[src/rtl/slb_pkg.sv]
package slb_pkg;
  typedef enum logic [1:0] {
    SNP_INVAL   = 2'd0,
    SNP_UPDATE  = 2'd1,
    SNP_REPLACE = 2'd2,
    SNP_SHARED  = 2'd3
  } snoop_kind_e;

  typedef enum logic {
    MODE_SC = 1'b0,
    MODE_RC = 1'b1
  } cons_mode_e;

  function automatic logic snoop_kills(input snoop_kind_e kind);
    return kind != SNP_SHARED;
  endfunction
endpackage

[src/rtl/slb_ptr_ctrl.sv]
module slb_ptr_ctrl #(
  parameter int DEPTH = 8,
  parameter int IDX_W = 3,
  parameter int CNT_W = 4
) (
  input  logic             clk_i,
  input  logic             rst_ni,
  input  logic             alloc_fire_i,
  input  logic             retire_fire_i,
  input  logic             flush_fire_i,
  input  logic [IDX_W-1:0] flush_idx_i,
  input  logic [DEPTH-1:0] valid_i,
  output logic [IDX_W-1:0] head_o,
  output logic [IDX_W-1:0] tail_o,
  output logic             full_o,
  output logic [DEPTH-1:0] kill_o
);
  logic [IDX_W-1:0] head_q, tail_q;
  logic [CNT_W-1:0] cnt_q;
  logic [IDX_W-1:0] flush_ofs;

  assign flush_ofs = flush_idx_i - head_q;

  // age offset relative to head decides which slots are younger than the flush point
  for (genvar i = 0; i < DEPTH; i++) begin : g_kill
    logic [IDX_W-1:0] ofs;
    assign ofs       = IDX_W'(i) - head_q;
    assign kill_o[i] = flush_fire_i && valid_i[i] && (ofs >= flush_ofs);
  end

  always_ff @(posedge clk_i or negedge rst_ni) begin
    if (!rst_ni) begin
      head_q <= '0;
      tail_q <= '0;
      cnt_q  <= '0;
    end else if (flush_fire_i) begin
      tail_q <= flush_idx_i;
      cnt_q  <= CNT_W'(flush_ofs);
    end else begin
      if (alloc_fire_i)  tail_q <= tail_q + 1'b1;
      if (retire_fire_i) head_q <= head_q + 1'b1;
      cnt_q <= cnt_q + CNT_W'(alloc_fire_i) - CNT_W'(retire_fire_i);
    end
  end

  assign head_o = head_q;
  assign tail_o = tail_q;
  assign full_o = (cnt_q == CNT_W'(DEPTH));
endmodule

[src/rtl/slb_entry_array.sv]
module slb_entry_array #(
  parameter int DEPTH  = 8,
  parameter int IDX_W  = 3,
  parameter int LINE_W = 26,
  parameter int STAG_W = 4
) (
  input  logic              clk_i,
  input  logic              rst_ni,
  input  logic              alloc_fire_i,
  input  logic [IDX_W-1:0]  alloc_slot_i,
  input  logic [LINE_W-1:0] alloc_line_i,
  input  logic              alloc_acq_i,
  input  logic              alloc_stag_vld_i,
  input  logic [STAG_W-1:0] alloc_stag_i,
  input  logic              done_valid_i,
  input  logic [IDX_W-1:0]  done_idx_i,
  input  logic              st_perf_valid_i,
  input  logic [STAG_W-1:0] st_perf_tag_i,
  input  logic [DEPTH-1:0]  kill_i,
  input  logic              retire_fire_i,
  input  logic [IDX_W-1:0]  head_i,
  output logic [DEPTH-1:0]  valid_o,
  output logic [DEPTH-1:0]  acq_o,
  output logic [DEPTH-1:0]  done_o,
  output logic [DEPTH-1:0]  stag_vld_o,
  output logic [LINE_W-1:0] line_o [DEPTH]
);
  for (genvar i = 0; i < DEPTH; i++) begin : g_ent
    logic              v_q, acq_q, done_q, sv_q;
    logic [LINE_W-1:0] line_q;
    logic [STAG_W-1:0] st_q;
    logic              free_me, wr_me;

    assign free_me = kill_i[i] || (retire_fire_i && head_i == IDX_W'(i));
    assign wr_me   = alloc_fire_i && alloc_slot_i == IDX_W'(i);

    always_ff @(posedge clk_i or negedge rst_ni) begin
      if (!rst_ni) begin
        v_q    <= 1'b0;
        acq_q  <= 1'b0;
        done_q <= 1'b0;
        sv_q   <= 1'b0;
        line_q <= '0;
        st_q   <= '0;
      end else if (free_me) begin
        v_q <= 1'b0;
      end else if (wr_me) begin
        v_q    <= 1'b1;
        acq_q  <= alloc_acq_i;
        done_q <= 1'b0;
        sv_q   <= alloc_stag_vld_i;
        line_q <= alloc_line_i;
        st_q   <= alloc_stag_i;
      end else if (v_q) begin
        if (done_valid_i && done_idx_i == IDX_W'(i)) done_q <= 1'b1;
        if (st_perf_valid_i && sv_q && st_q == st_perf_tag_i) sv_q <= 1'b0;
      end
    end

    assign valid_o[i]    = v_q;
    assign acq_o[i]      = acq_q;
    assign done_o[i]     = done_q;
    assign stag_vld_o[i] = sv_q;
    assign line_o[i]     = line_q;
  end
endmodule

[src/rtl/slb_snoop_unit.sv]
module slb_snoop_unit
  import slb_pkg::*;
#(
  parameter int DEPTH  = 8,
  parameter int IDX_W  = 3,
  parameter int LINE_W = 26
) (
  input  logic              clk_i,
  input  logic              rst_ni,
  input  logic              snoop_valid_i,
  input  snoop_kind_e       snoop_kind_i,
  input  logic [LINE_W-1:0] snoop_line_i,
  input  logic [DEPTH-1:0]  valid_i,
  input  logic [DEPTH-1:0]  done_i,
  input  logic [LINE_W-1:0] line_i [DEPTH],
  input  logic [IDX_W-1:0]  head_i,
  output logic              squash_o,
  output logic [IDX_W-1:0]  squash_idx_o,
  output logic              reissue_o,
  output logic [DEPTH-1:0]  reissue_mask_o
);
  logic             kill_kind;
  logic [DEPTH-1:0] hit, hit_rot;
  logic [IDX_W-1:0] first_ofs, oldest;
  logic             any_hit, any_done;

  assign kill_kind = snoop_valid_i && snoop_kills(snoop_kind_i);

  for (genvar i = 0; i < DEPTH; i++) begin : g_cmp
    assign hit[i] = kill_kind && valid_i[i] && (line_i[i] == snoop_line_i);
  end

  // rotate so bit 0 is the head: lowest set bit is the oldest hit
  for (genvar k = 0; k < DEPTH; k++) begin : g_rot
    logic [IDX_W-1:0] pos;
    assign pos        = IDX_W'(k) + head_i;
    assign hit_rot[k] = hit[pos];
  end

  always_comb begin
    first_ofs = '0;
    for (int k = DEPTH - 1; k >= 0; k--) begin
      if (hit_rot[k]) first_ofs = IDX_W'(k);
    end
  end

  assign oldest   = head_i + first_ofs;
  assign any_hit  = |hit;
  assign any_done = |(hit & done_i);

  always_ff @(posedge clk_i or negedge rst_ni) begin
    if (!rst_ni) begin
      squash_o       <= 1'b0;
      squash_idx_o   <= '0;
      reissue_o      <= 1'b0;
      reissue_mask_o <= '0;
    end else begin
      squash_o       <= any_done;
      squash_idx_o   <= any_done ? oldest : '0;
      reissue_o      <= any_hit && !any_done;
      reissue_mask_o <= any_done ? '0 : hit;
    end
  end
endmodule

[src/rtl/spec_load_buffer.sv]
module spec_load_buffer
  import slb_pkg::*;
#(
  parameter int DEPTH      = 8,
  parameter int ADDR_W     = 32,
  parameter int LINE_OFF_W = 6,
  parameter int STAG_W     = 4,
  localparam int IDX_W     = $clog2(DEPTH)
) (
  input  logic              clk_i,
  input  logic              rst_ni,
  input  logic              mode_i,
  input  logic              alloc_valid_i,
  input  logic [ADDR_W-1:0] alloc_addr_i,
  input  logic              alloc_uncached_i,
  input  logic              alloc_stag_vld_i,
  input  logic [STAG_W-1:0] alloc_stag_i,
  output logic [IDX_W-1:0]  alloc_idx_o,
  output logic              full_o,
  input  logic              done_valid_i,
  input  logic [IDX_W-1:0]  done_idx_i,
  input  logic              st_perf_valid_i,
  input  logic [STAG_W-1:0] st_perf_tag_i,
  input  logic              snoop_valid_i,
  input  logic [1:0]        snoop_kind_i,
  input  logic [ADDR_W-1:0] snoop_addr_i,
  input  logic              retire_i,
  output logic              retire_ready_o,
  input  logic              flush_i,
  input  logic [IDX_W-1:0]  flush_idx_i,
  output logic              squash_o,
  output logic [IDX_W-1:0]  squash_idx_o,
  output logic              reissue_o,
  output logic [DEPTH-1:0]  reissue_mask_o
);
  localparam int CNT_W  = IDX_W + 1;
  localparam int LINE_W = ADDR_W - LINE_OFF_W;

  cons_mode_e        mode;
  logic [IDX_W-1:0]  head_idx, tail_idx;
  logic [DEPTH-1:0]  ent_valid, ent_acq, ent_done, ent_stag_vld, kill_vec;
  logic [LINE_W-1:0] ent_line [DEPTH];
  logic              head_valid, flush_fire, alloc_fire, retire_fire;
  logic              alloc_acq, alloc_sv;
  logic              unused_offsets;

  assign mode           = cons_mode_e'(mode_i);
  assign unused_offsets = ^{alloc_addr_i[LINE_OFF_W-1:0], snoop_addr_i[LINE_OFF_W-1:0]};

  assign head_valid     = ent_valid[head_idx];
  assign flush_fire     = flush_i && ent_valid[flush_idx_i];
  assign alloc_fire     = alloc_valid_i && !full_o && !flush_fire;
  assign retire_ready_o = head_valid && !ent_stag_vld[head_idx] &&
                          (!ent_acq[head_idx] || ent_done[head_idx]);
  assign retire_fire    = retire_i && retire_ready_o && !flush_fire;

  assign alloc_acq = (mode == MODE_SC) || alloc_uncached_i;
  // a store performing in the allocation cycle never leaves a stale tag
  assign alloc_sv  = alloc_stag_vld_i &&
                     !(st_perf_valid_i && st_perf_tag_i == alloc_stag_i);

  slb_ptr_ctrl #(.DEPTH(DEPTH), .IDX_W(IDX_W), .CNT_W(CNT_W)) u_ptr (
    .clk_i        (clk_i),
    .rst_ni       (rst_ni),
    .alloc_fire_i (alloc_fire),
    .retire_fire_i(retire_fire),
    .flush_fire_i (flush_fire),
    .flush_idx_i  (flush_idx_i),
    .valid_i      (ent_valid),
    .head_o       (head_idx),
    .tail_o       (tail_idx),
    .full_o       (full_o),
    .kill_o       (kill_vec)
  );

  slb_entry_array #(.DEPTH(DEPTH), .IDX_W(IDX_W), .LINE_W(LINE_W), .STAG_W(STAG_W)) u_ent (
    .clk_i           (clk_i),
    .rst_ni          (rst_ni),
    .alloc_fire_i    (alloc_fire),
    .alloc_slot_i    (tail_idx),
    .alloc_line_i    (alloc_addr_i[ADDR_W-1:LINE_OFF_W]),
    .alloc_acq_i     (alloc_acq),
    .alloc_stag_vld_i(alloc_sv),
    .alloc_stag_i    (alloc_stag_i),
    .done_valid_i    (done_valid_i),
    .done_idx_i      (done_idx_i),
    .st_perf_valid_i (st_perf_valid_i),
    .st_perf_tag_i   (st_perf_tag_i),
    .kill_i          (kill_vec),
    .retire_fire_i   (retire_fire),
    .head_i          (head_idx),
    .valid_o         (ent_valid),
    .acq_o           (ent_acq),
    .done_o          (ent_done),
    .stag_vld_o      (ent_stag_vld),
    .line_o          (ent_line)
  );

  slb_snoop_unit #(.DEPTH(DEPTH), .IDX_W(IDX_W), .LINE_W(LINE_W)) u_snp (
    .clk_i         (clk_i),
    .rst_ni        (rst_ni),
    .snoop_valid_i (snoop_valid_i),
    .snoop_kind_i  (snoop_kind_e'(snoop_kind_i)),
    .snoop_line_i  (snoop_addr_i[ADDR_W-1:LINE_OFF_W]),
    .valid_i       (ent_valid),
    .done_i        (ent_done),
    .line_i        (ent_line),
    .head_i        (head_idx),
    .squash_o      (squash_o),
    .squash_idx_o  (squash_idx_o),
    .reissue_o     (reissue_o),
    .reissue_mask_o(reissue_mask_o)
  );

  assign alloc_idx_o = tail_idx;
endmodule

[config.mk]
export PLATFORM = sky130hd
export DESIGN_NAME = spec_load_buffer
export DESIGN_NICKNAME = d
export VERILOG_FILES = /design/src/rtl/slb_pkg.sv /design/src/rtl/slb_ptr_ctrl.sv /design/src/rtl/slb_entry_array.sv /design/src/rtl/slb_snoop_unit.sv /design/src/rtl/spec_load_buffer.sv
export SDC_FILE = /design/constraint.sdc
export NUM_CORES = 1
export LEC_CHECK = 0
export ABC_AREA = 1
export BUFFER_PORTS_ARGS = -buffer_cell sky130_fd_sc_hd__buf_2
export CORE_MARGIN = 10
export CORE_UTILIZATION = 60
export DETAILED_ROUTE_END_ITERATION = 12
export PLACE_DENSITY = 0.84
export SETUP_SLACK_MARGIN = 0.2
export SLEW_MARGIN = 0
export SYNTH_ARGS = -nofsm -noshare
export SYNTH_HDL_FRONTEND = slang
export SYNTH_HIERARCHICAL = 1
export SYNTH_SLANG_ARGS = --single-unit
[constraint.sdc]
create_clock -name clk_i -period 5.8 [get_ports clk_i]
set_clock_uncertainty 0.05 [all_clocks]
set_input_delay 0.87 -clock clk_i [delete_from_list [all_inputs] [get_ports clk_i]]
set_output_delay 0.87 -clock clk_i [all_outputs]
set_load 0.005 [all_outputs]
==> results of run 1 <==
[worst max-delay path, stage by stage, from the launching register on]
cell     delay (ps)
dfrtp_1         840
inv_1           230
fa_1            460
inv_1            70
nand2_1          60
nand2_1          90
nand2_1          80
nand2_1         100
inv_1           120
ha_1            310
nand2_1          70
nand2_1          60
nand2_1          70
inv_1            40
inv_1            90
nand3_2         910
buf_4           560
nand2_1          90
o21ai_0          80
[area by class of cell]
class / count / share of cell area
inverters: 406 / 0.0802
clock buffers: 46 / 0.0537
well taps: 384 / 0.0253
clock inverters: 16 / 0.00916
multi-input cells: 1745 / 0.411
repair buffers: 108 / 0.0319
flip-flops and latches: 295 / 0.389
[per-layer routing]
metal	share of wire	vias to the layer above
met5	0.00020	-
met2	0.43	904
li1	-	7767
met3	0.12	128
met1	0.42	7641
met4	0.035	2
[worst max path at each step]
stage                                             to  slack (ps)                        start
3_3_place_gp   u_ent/g_ent[0].line_q[11]$_DFFE_PN0P_        1170               flush_idx_i[0]
6_report       u_ent/g_ent[0].line_q[24]$_DFFE_PN0P_        1270  u_ptr/head_o[1]$_DFFE_PN0P_
4_1_cts        u_ent/g_ent[0].line_q[11]$_DFFE_PN0P_        1330  u_ptr/head_o[1]$_DFFE_PN0P_
3_5_place_dp   u_ent/g_ent[0].line_q[11]$_DFFE_PN0P_        1080               flush_idx_i[0]
5_1_grt        u_ent/g_ent[0].line_q[24]$_DFFE_PN0P_         910  u_ptr/head_o[1]$_DFFE_PN0P_
2_1_floorplan        u_snp/squash_idx_o[2]$_DFF_PN0_        2460              snoop_addr_i[6]
[kinds of logic (layout without fill, tap and decap cells)]
logic type      Yosys count  in the layout  share of synthesized area
buf+inv                 532            576                      0.136
xor+xnor                 56             56                     0.0284
compound gates          319            319                     0.0942
simple gates           1345           1345                      0.301
fa+ha+maj                25             25                     0.0191
flops                   295            295                      0.421
[synth_stat cells, types with 2 or more instances]
cell type,instances,area [µm²]
inv_2,22,82.6
xor2_1,9,78.8
dfrtp_1,295,7380
fa_1,3,60.1
o21bai_1,3,22.5
nand3_1,61,305
nor3_1,7,35.0
buf_4,66,495
inv_1,380,1430
buf_2,38,190
nand2_1,1028,3860
a21oi_1,47,235
ha_1,22,275
xnor2_1,46,403
nor2_2,12,75.1
clkbuf_1,9,33.8
o21ai_1,6,30.0
nand2_2,13,81.3
a22oi_1,2,15.0
nand3b_1,3,22.5
buf_6,11,124
nand4_1,17,106
o21ai_0,248,1240
clkinv_1,4,15.0
nor2_4,2,22.5
nand3_2,3,30.0
a21boi_0,4,30.0
nor2_1,197,739
[state kept, by name, summed over array words and instances (netlist names)]
register / flops
u_ent/g_ent.line_q: 208
u_ent/g_ent.v_q: 8
u_snp/squash_idx_o: 3
u_snp/squash_o: 1
u_ent/g_ent.acq_q: 8
u_snp/reissue_o: 1
u_ent/g_ent.sv_q: 8
u_ptr/cnt_q: 4
u_ent/g_ent.done_q: 8
u_ptr/head_o: 3
u_ent/g_ent.st_q: 32
u_ptr/tail_o: 3
u_snp/reissue_mask_o: 8
[cells in the final DEF, fill, tap and decap left out, types with 2 or more instances in the layout]
cell type and instances:
xor2_1 9, clkbuf_8 6, nor2_1 197, nor3_1 7, dfrtp_1 295, a21boi_0 4, xnor2_1 46, clkinv_1 4
buf_12 2, clkinvlp_4 6, clkbuf_16 37, nand2_1 1028, nand3b_1 3, buf_2 95, nand3_2 9, nor2_4 3
ha_1 22, nand3_1 55, bufinv_16 3, inv_2 22, o21ai_1 6, a21oi_1 47, inv_1 380, clkbuf_1 3
fa_1 3, nand4_1 17, o21ai_0 248, nor2_2 11, nand2_2 13, clkinv_2 6, buf_4 10, a22oi_1 2
o21bai_1 3
[through the flow]
stage          cells  utilization  hold slack (ps)  setup WS, ps
2_1_floorplan   2572            -              403          2460
3_3_place_gp    2938        0.619              417          1170
3_5_place_dp    2938        0.619              423          1080
4_1_cts         3000        0.660              221          1330
5_1_grt         3000        0.660              234           911
6_report        3000        0.660              210          1270
[power by group]
| part | total [mW] | switching, mW | internal (mW) |
|---|---|---|---|
| Sequential | 3.81 | 0.832 | 2.97 |
| Combinational | 3.67 | 2.33 | 1.34 |
| Clock | 2.26 | 0.884 | 1.37 |
| Total | 9.73 | 4.04 | 5.69 |
==> reports/results.txt, run 1 <==
Status -> finished clean
Final Max Tran Viols -> 0
Clock transition at path regs -> 60 ps
Die area -> 36500 µm²
IO Count -> 109
Pin count of the biggest net entering global routing -> 127
HP Class -> primary input to asynchronous set/reset pin
WP data arrival -> 4860 ps
Unique masters post-synth -> 42
Maximum clock path buffer count -> 3
H-tree depth -> 2
Cts repair resizes -> 0
Starting Density -> 0.610
# rows -> 62
Post-route cell area -> 19000 µm²
Core Footprint -> 28800 µm²
Yosys reg bits -> 295
WS Path Type -> flip-flop to flip-flop
Fraction of registers with async set/reset -> 1.00
DRC viols -> 0
Number of enable flip-flop cells after synthesis -> 0
Detail Placement HPWL -> 39.0 mm
Critical path startpoint category -> flip-flop
Worst Tran Pin Value -> 1200 ps
VDD IR max -> 0.000341 V
Vias/cell -> 5.48
Final net count -> 2706
Fmax -> 221 MHz
Clock insertion delay at the later pin of the skew report -> 520 ps
# fillers -> 2560
Pwr per Cell Area -> 512 nW/µm²
FF/Latch Area -> 7380 µm²
Crit Path Max Fanout -> 53
Final Hold Fails -> 0
Post-route minimum period -> 4530 ps
CP Capture Type -> flip-flop
Mapped Area -> 17500 µm²
Via Count -> 16400
Cts bufs inserted -> 34
Area growth syn-to-layout -> 8.28%
Pleak -> 10.5 nW
M2 GR Usage -> 0.440
Share of post-route cells with drive strength above 1 -> 0.0875
Critical Path RT -> 6130 ps
M1 GR Usage -> 0.422
Relative slew slack -> 0.196
Final setup TNS -> 0 ps
Period utilization -> 0.782
First-pass GRT wire length -> 85.0 mm
Worst R2R Start -> u_ptr/head_o[1]$_DFFE_PN0P_
CTS root buffer -> clkbuf_16
Aggregate routed wire length -> 54.8 mm
Ant diodes -> 0
Reg2reg setup slack -> 1270 ps
Die height -> 191 µm
Reg2reg path depth -> 18
Setup Fix Bufs, Post-CTS -> 0
Vias in the first global route -> 15200
Reg2reg end -> u_ent/g_ent[0].line_q[24]$_DFFE_PN0P_
Max-cap violations -> 0
Initial antenna violation count -> 1
Final ANT Viol Nets -> 0
Warnings from Yosys -> 6
Port bufs -> 96
Seq/Total Area, Yosys -> 0.421
Total Power Consumption -> 9.73 mW
Mapped Cells -> 2572
Final setup violation count -> 0
Syn nets -> 2688
Area of the multi-input gates -> 7810 µm²
GR Overflow Total -> 0
Initial DRC Count -> 2226
Router iterations before antenna repair -> 5
Placed inst area -> 17800 µm²
Syn Area/Cell -> 6.82 µm²
RePlAce Congestion -> 0.977
CTS tree -> done
GRT Total Usage -> 0.298
Main synth FF type -> dfrtp_1
RSZ-0062 raised after global routing -> false
Sink Count -> 295
CTS Hold Buffers Added -> 0
Die W -> 191 µm
GR peak layer -> met2
Routed wire per std cell -> 18.3 µm
Met3 GRT Util -> 0.0632
No activity file was read; power rests on OpenSTA's default activity.
==> run 2, diff against run 1 <==
Settings changed: CORE_UTILIZATION 60 to 56, PLACE_DENSITY 0.84 to 0.82.
Clock period 5.8 ns to 3.7 ns, I/O delays scaled along.
==> run 2 against run 1 <==
The flow now finishes with violations (hold timing). Critical path depth up 3. Clock power up 58%. Sequential share of layout area down 1.3 points. Combinational power up 67%. Register-to-register slack worse by 850 ps. Count of clock-buffer cells in the layout down 3. Critical endpoint is now u_snp/squash_idx_o[2]$_DFF_PN0_. Largest cell class unchanged.
==> reports/results.txt, run 2 (synthesized netlist as in run 1, its figures left out) <==
CP Capture Type -> flip-flop (unchanged)
Critical path startpoint category -> flip-flop (unchanged)
Biggest regs -> u_ent/g_ent.line_q x208, u_ent/g_ent.st_q x32 (unchanged)
P_sw -> 6.50 mW (was 4.04 mW)
Final Hold Fails -> 17 (was 0)
Cts bufs inserted -> 34 (unchanged)
Crit Path Max Fanout -> 3 (was 53)
Clock transition at path regs -> 60 ps (about the same)
Failing checks -> hold timing
Most frequent cells in the layout -> nand2_1 (1027), inv_1 (380), dfrtp_1 (293) (was nand2_1 (1028), inv_1 (380), dfrtp_1 (295))
DRC viols -> 0 (unchanged)
Largest register FFs -> 208 (unchanged)
WS Path Type -> flip-flop to flip-flop (unchanged)
Clock insertion delay at the later pin of the skew report -> 530 ps (was 520 ps)
Min Hold Slack -> -41.6 ps (was 210 ps)
Area growth syn-to-layout -> 12.2% (was 8.28%)
Placed inst area -> 18500 µm² (was 17800 µm²)
Die area -> 38800 µm² (was 36500 µm²)
Relative slew slack -> 0.257 (was 0.196)
Detail Placement HPWL -> 40.4 mm (was 39.0 mm)
Vias/cell -> 5.43 (was 5.48)
Flop pwr share -> 0.378 (was 0.391)
Sink Count -> 295 (unchanged)
Final Max Tran Viols -> 0 (unchanged)
Critical Path RT -> 4050 ps (was 6130 ps)
Period utilization -> 0.888 (was 0.782)
Biggest register -> u_ent/g_ent.line_q (unchanged)
Post-route minimum period -> 3280 ps (was 4530 ps)
Router iterations before antenna repair -> 6 (was 5)
Starting Density -> 0.570 (was 0.610)
Commonest non-fill, non-tap cell in the layout -> nand2_1 (unchanged)
Die W -> 197 µm (was 191 µm)
Initial DRC Count -> 2045 (was 2226)
Via Count -> 16700 (was 16400)
VDD IR max -> 0.000509 V (was 0.000341 V)
RSZ-0062 raised after global routing -> false (unchanged)
# fillers -> 2711 (was 2560)
CP top delay family -> simple AND/OR/NAND/NOR gates (unchanged)
CP most frequent cell -> nand2_1 (unchanged)
Pleak -> 10.9 nW (was 10.5 nW)
CP bufs+invs -> 0 (was 6)
Critical Path Max Stage Delay -> 410 ps (was 910 ps)
Final setup violation count -> 0 (unchanged)
Aggregate routed wire length -> 55.9 mm (was 54.8 mm)
Core Footprint -> 30700 µm² (was 28800 µm²)
Port bufs -> 96 (unchanged)
Pwr per Cell Area -> 793 nW/µm² (was 512 nW/µm²)
Status -> finished, violations left (was finished clean)
Vias in the first global route -> 15700 (was 15200)
GR Overflow Total -> 0 (unchanged)
Sw Share -> 0.416 (about the same)
CP cell instances -> xnor2_1 -> nand2_1 -> nor2_2 -> nand3_1 -> o21ai_1 -> nand2_1 -> nand2_1 -> nand2_1 -> nand2_1 -> nand2_1 -> nand2_1 -> nand2_1 -> nand2_1 -> nand2_1 -> nand2_1 -> a21oi_2 -> ha_1 -> fa_1 -> xnor2_2 -> nor2_1 -> nor2_2 (was inv_1 -> fa_1 -> inv_1 -> nand2_1 -> nand2_1 -> nand2_1 -> nand2_1 -> inv_1 -> ha_1 -> nand2_1 -> nand2_1 -> nand2_1 -> inv_1 -> inv_1 -> nand3_2 -> buf_4 -> nand2_1 -> o21ai_0)
CTS root buffer -> clkbuf_16 (unchanged)
CTS Hold Buffers Added -> 0 (unchanged)
Pin count of the biggest net entering global routing -> 92 (was 127)
Initial antenna violation count -> 1 (unchanged)
CTS tree -> done (unchanged)
# rows -> 64 (was 62)
Fmax -> 305 MHz (was 221 MHz)
Die height -> 197 µm (was 191 µm)
Final ANT Viol Nets -> 0 (unchanged)
Share of post-route cells with drive strength above 1 -> 0.115 (was 0.0875)
Clk pwr share -> 0.229 (was 0.232)
Post-route cell area -> 19700 µm² (was 19000 µm²)
Final net count -> 2776 (was 2706)
Maximum clock path buffer count -> 3 (unchanged)
Slowest cell on the critical path -> fa_1 (was nand3_2)
Worst Tran Pin Value -> 1110 ps (was 1200 ps)
GRT Total Usage -> 0.286 (was 0.298)
Max-cap violations -> 0 (unchanged)
RePlAce Congestion -> 0.969 (was 0.977)
Total Power Consumption -> 15.6 mW (was 9.73 mW)
Cell-internal power -> 9.11 mW (was 5.69 mW)
H-tree depth -> 2 (unchanged)
IO Count -> 109 (unchanged)
Final setup TNS -> 0 ps (unchanged)
Routed wire per std cell -> 18.2 µm (was 18.3 µm)
Logic gate share of total power -> 0.393 (was 0.377)
Setup Fix Bufs, Post-CTS -> 0 (unchanged)
HP Class -> primary input to asynchronous set/reset pin (unchanged)
First-pass GRT wire length -> 87.2 mm (was 85.0 mm)
WP data arrival -> 3630 ps (was 4860 ps)
## run 2: repair_timing
action,CTS,global route
setup endpoints to repair,0,2
hold endpoints to repair,0,0
gates resized for setup,0,16
## run 2: per-layer routing
metal	vias to the layer above	track usage	share of wire
li1	7891	-	-
met1	7853	0.391	0.42
met2	876	0.438	0.43
met3	114	0.0641	0.11
met4	0	0.100	0.033
met5	-	0	0
## run 2: power groups by stage
stage               sequential (mW)  combinational [mW]  clock, mW
CTS                            5.87                5.98       3.59
detailed placement             5.90                5.90          0
floorplan                      5.52                4.57          0
global placement               5.83                5.64          0
global route                   6.09                6.94       3.73
finish                         5.90                6.14       3.57
## run 2: worst paths after layout
check                           cells after the start                                     to                            startpoint  slack [ps]
worst max-delay path                               21        u_snp/squash_idx_o[2]$_DFF_PN0_  u_ent/g_ent[1].line_q[1]$_DFFE_PN0P_         420
worst min-delay path                                1  u_ent/g_ent[1].line_q[10]$_DFFE_PN0P_                                rst_ni         -40
worst max register to register                     21        u_snp/squash_idx_o[2]$_DFF_PN0_  u_ent/g_ent[1].line_q[1]$_DFFE_PN0P_         420
worst min register to register                      2       u_ent/g_ent[2].acq_q$_DFFE_PN0P_      u_ent/g_ent[2].acq_q$_DFFE_PN0P_         440
max in group asynchronous                           2  u_ent/g_ent[4].line_q[17]$_DFFE_PN0P_                                rst_ni        2440
min in group clk_i                                  3     u_ent/g_ent[4].st_q[3]$_DFFE_PN0P_                       alloc_stag_i[3]         250
## run 2: through the flow
step / worst slack (ps) / instances / utilization
3_3_place_gp: 60.5 / 3020 / 0.600
3_5_place_dp: 18.9 / 3020 / 0.600
4_1_cts: 341 / 3080 / 0.638
5_1_grt: 201 / 3080 / 0.640
2_1_floorplan: 671 / 2572 / -
6_report: 416 / 3082 / 0.640
## run 2: final cells by class
class                           count  area [µm²]  area share
Antenna cell                        2        5.00    0.000254
Multi-Input combinational cell   1745        7850       0.399
Inverter                          406        1520      0.0775
Sequential cell                   295        7380       0.375
Clock inverter                     17         216      0.0110
Clock buffer                       43         956      0.0486
Tap cell                          396         495      0.0252
Timing Repair Buffer              178        1240      0.0632
